`src/rtl/phc_pkg.sv`:
```
package phc_pkg;

   typedef enum logic [1:0] {
      FWD_RF  = 2'b00,
      FWD_WB  = 2'b01,
      FWD_EXM = 2'b10
   } fwd_sel_e;

   localparam int unsigned NUM_OPND = 2;

endpackage

```
`src/rtl/phc_stage_regs.sv`:
```
module phc_stage_regs #(
   parameter int unsigned REG_AW = 5
) (
   input  logic              clk_i,
   input  logic              rst_i,
   input  logic              bubble_i,
   input  logic [REG_AW-1:0] id_rs1_i,
   input  logic [REG_AW-1:0] id_rs2_i,
   input  logic              id_use1_i,
   input  logic              id_use2_i,
   input  logic [REG_AW-1:0] id_rd_i,
   input  logic              id_wr_i,
   input  logic              id_load_i,
   input  logic              id_mw_i,
   output logic [REG_AW-1:0] ex_rs1_o,
   output logic [REG_AW-1:0] ex_rs2_o,
   output logic              ex_use1_o,
   output logic              ex_use2_o,
   output logic [REG_AW-1:0] ex_rd_o,
   output logic              ex_wr_o,
   output logic              ex_load_o,
   output logic              ex_mw_o,
   output logic [REG_AW-1:0] mem_rd_o,
   output logic              mem_wr_o,
   output logic [REG_AW-1:0] wb_rd_o,
   output logic              wb_wr_o
);

   typedef struct packed {
      logic [REG_AW-1:0] rs1;
      logic [REG_AW-1:0] rs2;
      logic              use1;
      logic              use2;
      logic [REG_AW-1:0] rd;
      logic              wr;
      logic              load;
      logic              mw;
   } ex_slot_t;

   typedef struct packed {
      logic [REG_AW-1:0] rd;
      logic              wr;
   } dst_slot_t;

   ex_slot_t  ex_q, ex_d;
   dst_slot_t mem_q, wb_q;

   always_comb begin
      ex_d.rs1  = id_rs1_i;
      ex_d.rs2  = id_rs2_i;
      ex_d.rd   = id_rd_i;
      ex_d.use1 = id_use1_i & ~bubble_i;
      ex_d.use2 = id_use2_i & ~bubble_i;
      ex_d.wr   = id_wr_i   & ~bubble_i;
      ex_d.load = id_load_i & ~bubble_i;
      ex_d.mw   = id_mw_i   & ~bubble_i;
   end

   always_ff @(posedge clk_i) begin
      if (rst_i) begin
         ex_q  <= '0;
         mem_q <= '0;
         wb_q  <= '0;
      end else begin
         ex_q     <= ex_d;
         mem_q.rd <= ex_q.rd;
         mem_q.wr <= ex_q.wr;
         wb_q     <= mem_q;
      end
   end

   assign ex_rs1_o  = ex_q.rs1;
   assign ex_rs2_o  = ex_q.rs2;
   assign ex_use1_o = ex_q.use1;
   assign ex_use2_o = ex_q.use2;
   assign ex_rd_o   = ex_q.rd;
   assign ex_wr_o   = ex_q.wr;
   assign ex_load_o = ex_q.load;
   assign ex_mw_o   = ex_q.mw;
   assign mem_rd_o  = mem_q.rd;
   assign mem_wr_o  = mem_q.wr;
   assign wb_rd_o   = wb_q.rd;
   assign wb_wr_o   = wb_q.wr;

endmodule

```
`src/rtl/phc_fwd_pick.sv`:
```
module phc_fwd_pick
   import phc_pkg::*;
#(
   parameter int unsigned REG_AW = 5
) (
   input  logic [REG_AW-1:0] src_i,
   input  logic              use_i,
   input  logic [REG_AW-1:0] mem_rd_i,
   input  logic              mem_wr_i,
   input  logic [REG_AW-1:0] wb_rd_i,
   input  logic              wb_wr_i,
   output logic [1:0]        sel_o
);

   logic live_src;
   logic hit_mem;
   logic hit_wb;
   fwd_sel_e sel;

   assign live_src = use_i && (src_i != '0);
   assign hit_mem  = live_src && mem_wr_i && (mem_rd_i == src_i);
   assign hit_wb   = live_src && wb_wr_i  && (wb_rd_i  == src_i);

   always_comb begin
      if (hit_mem)     sel = FWD_EXM;
      else if (hit_wb) sel = FWD_WB;
      else             sel = FWD_RF;
   end

   assign sel_o = sel;

endmodule

```
`src/rtl/phc_load_use.sv`:
```
module phc_load_use #(
   parameter int unsigned REG_AW = 5
) (
   input  logic [REG_AW-1:0] id_rs1_i,
   input  logic [REG_AW-1:0] id_rs2_i,
   input  logic              id_use1_i,
   input  logic              id_use2_i,
   input  logic [REG_AW-1:0] ex_rd_i,
   input  logic              ex_wr_i,
   input  logic              ex_load_i,
   input  logic              flush_i,
   output logic              stall_o
);

   logic load_live;
   logic hit1;
   logic hit2;

   assign load_live = ex_load_i && ex_wr_i && (ex_rd_i != '0);
   assign hit1      = id_use1_i && (id_rs1_i == ex_rd_i);
   assign hit2      = id_use2_i && (id_rs2_i == ex_rd_i);
   assign stall_o   = load_live && (hit1 || hit2) && !flush_i;

endmodule

```
`src/rtl/pipe_hazard_ctrl.sv`:
```
module pipe_hazard_ctrl
   import phc_pkg::*;
#(
   parameter int unsigned REG_AW = 5
) (
   input  logic              clk_i,
   input  logic              rst_i,
   input  logic [REG_AW-1:0] id_rs1_i,
   input  logic [REG_AW-1:0] id_rs2_i,
   input  logic              id_use1_i,
   input  logic              id_use2_i,
   input  logic [REG_AW-1:0] id_rd_i,
   input  logic              id_wr_i,
   input  logic              id_load_i,
   input  logic              id_mw_i,
   input  logic              flush_i,
   output logic [1:0]        fwd_a_o,
   output logic [1:0]        fwd_b_o,
   output logic              pc_hold_o,
   output logic              ifid_hold_o,
   output logic              ex_bubble_o,
   output logic              ifid_clr_o,
   output logic              ex_wr_o,
   output logic              ex_mw_o
);

   generate
      if (REG_AW < 1 || REG_AW > 8) begin : g_bad_aw
         $error("pipe_hazard_ctrl: REG_AW must lie in 1..8");
      end
   endgenerate

   logic              stall;
   logic [REG_AW-1:0] ex_rs1, ex_rs2, ex_rd, mem_rd, wb_rd;
   logic              ex_use1, ex_use2, ex_wr, ex_load, ex_mw;
   logic              mem_wr, wb_wr;

   logic [REG_AW-1:0] opnd_src [NUM_OPND];
   logic              opnd_use [NUM_OPND];
   logic [1:0]        opnd_sel [NUM_OPND];

   phc_stage_regs #(.REG_AW(REG_AW)) u_stages (
      .clk_i     (clk_i),
      .rst_i     (rst_i),
      .bubble_i  (stall),
      .id_rs1_i  (id_rs1_i),
      .id_rs2_i  (id_rs2_i),
      .id_use1_i (id_use1_i),
      .id_use2_i (id_use2_i),
      .id_rd_i   (id_rd_i),
      .id_wr_i   (id_wr_i),
      .id_load_i (id_load_i),
      .id_mw_i   (id_mw_i),
      .ex_rs1_o  (ex_rs1),
      .ex_rs2_o  (ex_rs2),
      .ex_use1_o (ex_use1),
      .ex_use2_o (ex_use2),
      .ex_rd_o   (ex_rd),
      .ex_wr_o   (ex_wr),
      .ex_load_o (ex_load),
      .ex_mw_o   (ex_mw),
      .mem_rd_o  (mem_rd),
      .mem_wr_o  (mem_wr),
      .wb_rd_o   (wb_rd),
      .wb_wr_o   (wb_wr)
   );

   phc_load_use #(.REG_AW(REG_AW)) u_lu (
      .id_rs1_i  (id_rs1_i),
      .id_rs2_i  (id_rs2_i),
      .id_use1_i (id_use1_i),
      .id_use2_i (id_use2_i),
      .ex_rd_i   (ex_rd),
      .ex_wr_i   (ex_wr),
      .ex_load_i (ex_load),
      .flush_i   (flush_i),
      .stall_o   (stall)
   );

   assign opnd_src[0] = ex_rs1;
   assign opnd_src[1] = ex_rs2;
   assign opnd_use[0] = ex_use1;
   assign opnd_use[1] = ex_use2;

   generate
      for (genvar g = 0; g < NUM_OPND; g++) begin : g_opnd
         phc_fwd_pick #(.REG_AW(REG_AW)) u_pick (
            .src_i    (opnd_src[g]),
            .use_i    (opnd_use[g]),
            .mem_rd_i (mem_rd),
            .mem_wr_i (mem_wr),
            .wb_rd_i  (wb_rd),
            .wb_wr_i  (wb_wr),
            .sel_o    (opnd_sel[g])
         );
      end
   endgenerate

   assign fwd_a_o     = opnd_sel[0];
   assign fwd_b_o     = opnd_sel[1];
   assign pc_hold_o   = stall;
   assign ifid_hold_o = stall;
   assign ex_bubble_o = stall;
   assign ifid_clr_o  = flush_i;
   assign ex_wr_o     = ex_wr;
   assign ex_mw_o     = ex_mw;

endmodule

```
`config.mk`:
```
export PLATFORM = sky130hd
export DESIGN_NAME = pipe_hazard_ctrl
export DESIGN_NICKNAME = d
export VERILOG_FILES = /design/src/rtl/phc_pkg.sv /design/src/rtl/phc_stage_regs.sv /design/src/rtl/phc_fwd_pick.sv /design/src/rtl/phc_load_use.sv /design/src/rtl/pipe_hazard_ctrl.sv
export SDC_FILE = /design/constraint.sdc
export NUM_CORES = 1
export LEC_CHECK = 0
export BUFFER_PORTS_ARGS = -buffer_cell sky130_fd_sc_hd__buf_2
export CAP_MARGIN = 20
export CORE_UTILIZATION = 46
export DETAILED_ROUTE_END_ITERATION = 10
export GPL_TIMING_DRIVEN = 0
export PLACE_DENSITY = 0.73
export SETUP_SLACK_MARGIN = 0.1
export SYNTH_ARGS = -nofsm -noshare
export SYNTH_HDL_FRONTEND = slang
export SYNTH_HIERARCHICAL = 1
export SYNTH_SLANG_ARGS = --single-unit
```
`constraint.sdc`:
```
create_clock -name clk_i -period 1.8 [get_ports clk_i]
set_input_delay 0.27 -clock clk_i [delete_from_list [all_inputs] [get_ports clk_i]]
set_output_delay 0.27 -clock clk_i [all_outputs]
set_load 0.02 [all_outputs]
```
==> reports/qor.csv, run 1 <==
stage,metric,value,unit
synth,syn-instance-count,127,
status,outcome,finished with violations,
clock_tree,cts-hold-fix-buffers,0,
power_and_ir_drop,powerDensity,731,nW/µm²
setup_path,arrival,1780,ps
power_and_ir_drop,p_total,1.34,mW
global_route,antenna_found_initial,0,
layout,antenna_cells,0,
sta,fmax,487,MHz
layout,fin_util,65.7,%
placed_design,dpl_cell_area,1580,µm²
setup_path,path_cells,"or4_1, o21ai_2, a21oi_4, buf_6, buf_6",
floorplanning,rows,19,
clock_tree,numClockSinks,32,
status,violations,setup timing,
layout,layout_common_cells,"27 x nor2b_1, 26 x buf_2, 24 x dfxtp_1",
sta,finalHoldViolCount,0,
layout,fin_area,1830,µm²
floorplanning,io_pins,33,
global_route,overflow,0,
floorplanning,dieArea,3200,µm²
sta,clock_skew,5.59,ps
setup_path,r2r_slack,40,ps
setup_path,path_class,flop to primary output,
setup_path,crit_top_cell,buf_6,
clock_tree,ctsHtreeMaxLevel,2,
placed_design,placed_cells,190,
placed_design,portBuffers,32,
clock_tree,cts.path.max_buffers,2,
min_path,hold_path.class,input port to flop,
placed_design,place_hpwl,1950,µm
drt,vias_per_cell,4.92,
setup_path,cp-start-kind,flop,
setup_path,crit_end,ifid_hold_o,
synth,yosys_warnings,6,
layout,layout_commonest_cell,nor2b_1,
setup_path,cpPeakStageDelay,580,ps
setup_path,r2r_end,u_stages/ex_use1_o,
power_and_ir_drop,p_leak,0.768,nW
layout,drive_gt1_share,48.3,%
sta,setup_viol,7,
sta,period_share,114,%
clock_tree,insertion_delay,330,ps
synth,yosys_register_bits,32,
setup_path,cp-end-kind,primary output,
global_route,grt_pass1_vias,1016,
clock_tree,cts_root_buf,clkbuf_4,
synth,syn-mean-instance-area,10.8,µm²
setup_path,r2r_start,u_stages/ex_rd_o[4],
setup_path,cp.required,1530,ps
sta,slew_headroom,80.1,%
floorplanning,core_area,2780,µm²
layout,layoutNonFillerInstCount,207,
sta,maxSlewViolCount,0,
drt,vias,1019,
synth,syn_nets,150,
drt,initialDrtViolationCount,11,
sta,tightest_slew,296,ps
synth,synthDistinctLibCells,18,
layout,nets,199,
drt,wl_per_cell,13.6,µm
drt,ant_nets,0,
clock_tree,clk_pin_slew,90,ps
drt,drc,0,
setup_path,crit_path_top_delay_cell,or4_1,
synth,netlist_area,1370,µm²
setup_path,rr_worst_depth,6,
setup_path,cp-startpoint,u_stages/ex_rd_o[4],
floorplanning,initial_core_util,49.2,%
clock_tree,tritoncts,yes,
global_route,grt_first_pass_wirelength,4560,µm
drt,first_pass_iters,4,
power_and_ir_drop,ir_drop,0.607,mV
synth,yosysSeqAreaShare,46.8,%
drt,wl,2810,µm
global_route,grt_max_degree,11,
sta,min_period,2050,ps
sta,rsz0062_at_grt,yes,
layout,area_delta_synth_final,33.6,%
floorplanning,die_w,56.5,µm
sta,setup_tns,-1330,ps
run,drv_cap,0,
placed_design,routabilityCongestion,0.754,
setup_path,critPathMaxFanout,5,
global_route,grt_usage,19.1,%
floorplanning,die_y,56.5,µm
clock_tree,cts_made_buffers,5,
sta,timing.final.ws_setup,-251,ps
-- cell families (layout without fill, tap and decap cells) --
group | Yosys count | in the layout | synth area share [%]
AND/OR/NAND/NOR | 53 | 53 | 27.3
buffers and inverters | 8 | 57 | 4.67
XOR/XNOR | 30 | 30 | 19.2
AO/OA/AOI/OAI | 4 | 4 | 2.01
flip-flops | 32 | 32 | 46.8
-- worst min path at each step --
stage | from | end | slack [ps] | depth (start not counted)
2_1_floorplan | rst_i | u_stages/mem_wr_o | 340 | 1
3_3_place_gp | u_stages/ex_wr_o | u_stages/mem_wr_o | 470 | 1
4_1_cts | id_rd_i[1] | u_stages/ex_rd_o[1] | 140 | 2
6_report | id_rd_i[1] | u_stages/ex_rd_o[1] | 150 | 2
5_1_grt | id_rd_i[4] | u_stages/ex_rd_o[4] | 140 | 2
3_5_place_dp | u_stages/ex_wr_o | u_stages/mem_wr_o | 490 | 1
-- critical path: cells and delay by family (launching register included) --
kind / cells / cell delay, ps
flops: 1 / 360
simple gates: 1 / 580
compound gates: 2 / 290
buf+inv: 2 / 240
-- synthesized netlist by cell type --
library cell,n,area (µm²)
nor4_1,3,18.8
a21oi_1,1,5.00
nor3_2,4,40.0
nor3b_2,5,62.6
xor2_1,16,140
nand4_1,2,12.5
o21ai_1,1,5.00
nor2_1,1,3.75
nand2_1,3,11.3
or4_1,3,22.5
buf_6,1,11.3
nor4_2,1,12.5
buf_4,7,52.6
o21ai_2,2,17.5
nand3_1,4,20.0
xnor2_1,14,123
nor2b_1,27,169
dfxtp_1,32,641
-- layer usage --
metal | part of all wire, % | routed length (µm) | GRT usage [%]
met1 | 41 | 1140 | 21.9
met2 | 53 | 1490 | 32.9
met3 | 4.7 | 131 | 5.76
met4 | 1.6 | 44 | 7.32
met5 | 0 | 0 | 0
-- final cells by class --
class | instances | area [µm²]
well taps | 31 | 38.8
clock buffers | 6 | 41.3
repair buffers | 42 | 265
flip-flops and latches | 32 | 653
fillers | 226 | 955
multi-input cells | 87 | 752
plain buffers | 8 | 71.3
clock inverters | 1 | 5.00
-- sequential cells by signal (all words and copies together) (netlist names), 5 cells and up --
register,cells
u_stages/ex_rd_o,5
u_stages/ex_rs1_o,5
u_stages/ex_rs2_o,5
u_stages/mem_rd_o,5
u_stages/wb_rd_o,5
-- power by group --
group	internal, mW	switching [mW]
combinational	0.106	0.0912
clock	0.143	0.221
sequential	0.742	0.0325
-- through the flow --
step / hold slack (ps) / setup slack, ps
detailed placement: 485 / -146
finish: 146 / -251
CTS: 137 / -274
global route: 142 / -335
global placement: 473 / -136
floorplan: 342 / 78.5
-- repair_timing --
action / CTS / global route
gates cloned: 0 / 0
gates resized for setup: 21 / 12
setup buffers: 8 / 2
setup endpoints to repair: 7 / 7
pin swaps: 11 / 9
(Power assumes the default switching activity.)
==> run 2, diff against run 1 <==
- SKIP_CTS_REPAIR_TIMING: default -> 1
==> reports/qor.csv, run 2 (same netlist as run 1, synthesis figures left out) <==
stage,metric,value,unit
setup_path,path_class,flop to primary output,
global_route,grt_first_pass_wirelength,4290,µm
global_route,antenna_found_initial,0,
setup_path,arrival,1840,ps
power_and_ir_drop,powerDensity,737,nW/µm²
drt,initialDrtViolationCount,10,
sta,tightest_slew,361,ps
drt,ant_nets,0,
layout,layoutNonFillerInstCount,205,
placed_design,place_hpwl,1950,µm
power_and_ir_drop,p_switching,335,µW
clock_tree,numClockSinks,32,
clock_tree,clk_pin_slew,90,ps
min_path,worstHoldStart,id_rd_i[1],
setup_path,cp-end-kind,primary output,
floorplanning,initial_core_util,49.2,%
power_and_ir_drop,p_leak,0.772,nW
drt,vias_per_cell,4.83,
run,drv_cap,0,
clock_tree,cts_made_buffers,5,
setup_path,cp-startpoint,u_stages/ex_rd_o[1],
layout,layout_common_cells,"27 x nor2b_1, 26 x buf_2, 25 x dfxtp_1",
min_path,hold_path.class,input port to flop,
sta,period_share,117,%
global_route,grt_max_degree,11,
sta,timing.final.ws_setup,-306,ps
global_route,overflow,0,
power_and_ir_drop,ir_drop,0.599,mV
setup_path,cp-start-kind,flop,
power_and_ir_drop,p_total,1.32,mW
clock_tree,cts.path.max_buffers,2,
placed_design,routabilityCongestion,0.754,
global_route,grtUsageMet3,5.76,%
power_and_ir_drop,p_int,983,µW
floorplanning,die_y,56.5,µm
setup_path,r2r_start,u_stages/ex_rd_o[0],
clock_tree,tritoncts,yes,
status,outcome,finished with violations,
placed_design,place_ws,-146,ps
setup_path,cp.required,1530,ps
sta,maxSlewViolCount,0,
clock_tree,cts_root_buf,clkbuf_4,
floorplanning,dieArea,3200,µm²
floorplanning,core_area,2780,µm²
layout,drive_gt1_share,45.4,%
sta,fmax,475,MHz
sta,min_period,2110,ps
floorplanning,die_w,56.5,µm
global_route,grt_util_met2,30.4,%
drt,first_pass_iters,2,
global_route,grt_pass1_vias,946,
drt,vias,991,
drt,wl,2600,µm
sta,setup_viol,7,
power_and_ir_drop,switching_share,25.4,%
layout,layout_commonest_cell,nor2b_1,
layout,fin_util,64.3,%
power_and_ir_drop,comb_power_share,13.8,%
placed_design,portBuffers,32,
sta,finalHoldViolCount,0,
sta,rsz0062_at_grt,yes,
clock_tree,ctsHtreeMaxLevel,2,
power_and_ir_drop,seq_power_share,58.8,%
setup_path,critPathMaxFanout,6,
drt,wl_per_cell,12.7,µm
layout,antenna_cells,0,
layout,area_delta_synth_final,30.8,%
status,violations,setup timing,
sta,clock_skew,2.16,ps
floorplanning,rows,19,
drt,drc,0,
placed_design,placed_cells,190,
sta,setup_tns,-1770,ps
global_route,busiest_layer,met2,
sta,slew_headroom,75.7,%
floorplanning,io_pins,33,
clock_tree,insertion_delay,330,ps
power_and_ir_drop,clkPwrFrac,27.5,%
layout,nets,197,
global_route,grt_usage,17.9,%
global_route,grt_use_met1,20.6,%
run 2: changes by cell type in the layout (fill, tap and decap cells not counted):
cell,delta
dfxtp_2,-3
buf_4,-2
dfxtp_4,+2
nor3_2,-2
nor3_4,+2
dfxtp_1,+1
nand3_1,+1
nand3_2,-1
nor4_1,+1
nor4_4,-1
xor2_1,+1
xor2_4,-1
run 2: critical path: stages (launching register included):
cell and delay (ps):
dfxtp_1 360, xor2_1 180, nor4_2 300, nand3_1 160
a21oi_4 270, buf_6 130, buf_6 100
run 2: power groups by stage:
| stage | Sequential, mW | Clock, mW | Combinational [mW] |
|---|---|---|---|
| floorplan | 0.785 | 0 | 0.103 |
| global placement | 0.790 | 0 | 0.151 |
| detailed placement | 0.791 | 0 | 0.155 |
| CTS | 0.774 | 0.377 | 0.156 |
| global route | 0.780 | 0.407 | 0.200 |
| finish | 0.775 | 0.362 | 0.181 |
run 2: through the flow:
stage	hold WS [ps]	cell area, µm²
after CTS	137	1620
after detailed placement	485	1580
after global routing	142	1790
after floorplan	342	1380
after global placement	473	1580
final	148	1790
run 2: layer usage:
metal  part of all wire [%]  up-vias
met4                    1.7        0
met3                    4.9        7
met1                     42      447
met5                      0        -
met2                     51       29
li1                       -      508
run 2: layout make-up:
class	instances	area, µm²
Buffer	8	71.3
Clock buffer	6	41.3
Clock inverter	1	5.00
Fill cell	228	992
Multi-Input combinational cell	87	726
Sequential cell	32	657
Tap cell	31	38.8
Timing Repair Buffer	40	250
run 2: final timing paths:
check / cells after the start / slack [ps] / endpoint
worst max register to register: 7 / 10 / u_stages/ex_use1_o
worst min register to register: 1 / 490 / u_stages/mem_rd_o[0]
worst min-delay path: 2 / 150 / u_stages/ex_rd_o[1]
worst max-delay path: 6 / -310 / ifid_hold_o
==> run 3, diff against run 2 <==
- BUFFER_PORTS_ARGS: -buffer_cell sky130_fd_sc_hd__buf_2 -> default
- DONT_BUFFER_PORTS: default -> 1
- MAX_ROUTING_LAYER: default -> met4
- PLACE_DENSITY: 0.73 -> 0.63
- SLEW_MARGIN: default -> 20
==> reports/qor.csv, run 3 (same netlist as run 1, synthesis figures left out) <==
stage,metric,value,unit
layout,layoutNonFillerInstCount,172,
global_route,grt_max_degree,11,
layout,fin_area,1610,µm²
floorplanning,die_y,56.5,µm
sta,fmax,452,MHz
placed_design,routabilityCongestion,0.776,
floorplanning,core_area,2780,µm²
floorplanning,dieArea,3200,µm²
clock_tree,clk_pin_slew,90,ps
drt,vias,856,
sta,min_period,2210,ps
layout,fin_util,57.8,%
global_route,grt_usage,16.8,%
placed_design,portBuffers,0,
setup_path,arrival,1940,ps
setup_path,cpPeakStageDelay,420,ps
setup_path,cp_top_family,simple AND/OR/NAND/NOR gates,
min_path,hold_path_depth,1,
power_and_ir_drop,p_total,1.34,mW
clock_tree,cts.path.max_buffers,2,
setup_path,cp.depth,5,
sta,slew_headroom,71.2,%
placed_design,place_ws,-160,ps
global_route,overflow,0,
layout,layout_commonest_cell,nor2b_1,
layout,nets,163,
floorplanning,io_pins,33,
layout,antenna_cells,0,
drt,initialDrtViolationCount,3,
drt,first_pass_iters,3,
drt,wl,2390,µm
setup_path,rr_worst_depth,5,
power_and_ir_drop,powerDensity,830,nW/µm²
status,violations,setup timing,
clock_tree,cts_made_buffers,5,
setup_path,cp-end-kind,primary output,
sta,clock_skew,6.92,ps
sta,period_share,123,%
min_path,hold_path.class,input port to flop,
setup_path,cp-start-kind,flop,
layout,fillCellCount,233,
setup_path,critPathBufInv,1,
sta,setup_viol,7,
floorplanning,initial_core_util,49.2,%
global_route,grt_first_pass_wirelength,3860,µm
clock_tree,insertion_delay,330,ps
floorplanning,rows,19,
status,outcome,finished with violations,
sta,tightest_slew,431,ps
setup_path,critPathMaxFanout,8,
placed_design,placed_cells,158,
drt,ant_nets,0,
placed_design,place_hpwl,1800,µm
placed_design,dpl_cell_area,1420,µm²
global_route,antenna_found_initial,0,
clock_tree,tritoncts,yes,
clock_tree,numClockSinks,32,
setup_path,crit_path_top_delay_cell,a21oi_4,
drt,vias_per_cell,4.98,
global_route,grt_pass1_vias,885,
sta,timing.final.ws_setup,-411,ps
sta,maxSlewViolCount,0,
layout,area_delta_synth_final,17.6,%
layout,multi_input_area,728,µm²
sta,hold_ws,65.9,ps
layout,drive_gt1_share,29.1,%
clock_tree,cts_root_buf,clkbuf_4,
layout,regArea,656,µm²
sta,rsz0062_at_grt,yes,
run,drv_cap,0,
power_and_ir_drop,p_leak,0.629,nW
power_and_ir_drop,ir_drop,0.664,mV
sta,setup_tns,-1690,ps
setup_path,cp.required,1530,ps
layout,layout_common_cells,"27 x nor2b_1, 26 x dfxtp_1, 16 x xor2_1",
sta,finalHoldViolCount,0,
drt,wl_per_cell,13.9,µm
drt,drc,0,
setup_path,path_cells,"xor2_1, nor4_1, nand3_1, a21oi_4, buf_6",
floorplanning,die_w,56.5,µm
clock_tree,ctsHtreeMaxLevel,2,
setup_path,path_class,flop to primary output,
[run 3: power by group]
part           leakage, nW  internal (mW)  switching (mW)
Sequential           0.267          0.740          0.0373
Clock               0.0326          0.192           0.221
Combinational        0.329         0.0815          0.0634
Total                0.629           1.01           0.321
[run 3: area by class of cell]
type	count	share of cell area, %
multi-input combinational	87	45.3
sequential	32	40.8
buffer	8	4.90
clock buffer	8	3.66
timing repair buffer	6	2.96
tap	31	2.41
[run 3: final timing paths]
| check | startpoint | end | slack [ps] |
|---|---|---|---|
| min | id_rs1_i[0] | u_stages/ex_rs1_o[0] | 70 |
| min reg2reg | u_stages/ex_rd_o[3] | u_stages/mem_rd_o[3] | 500 |
| max | u_stages/ex_rd_o[1] | ifid_hold_o | -410 |
| max reg2reg | u_stages/ex_rd_o[1] | u_stages/ex_use1_o | 160 |
[run 3: per-layer routing]
metal	part of all wire, %	vias to the layer above	global-route usage, %
met3	6.4	5	6.45
li1	-	436	-
met1	43	388	17.9
met5	0	-	-
met4	1.9	0	7.32
met2	48	27	27.7
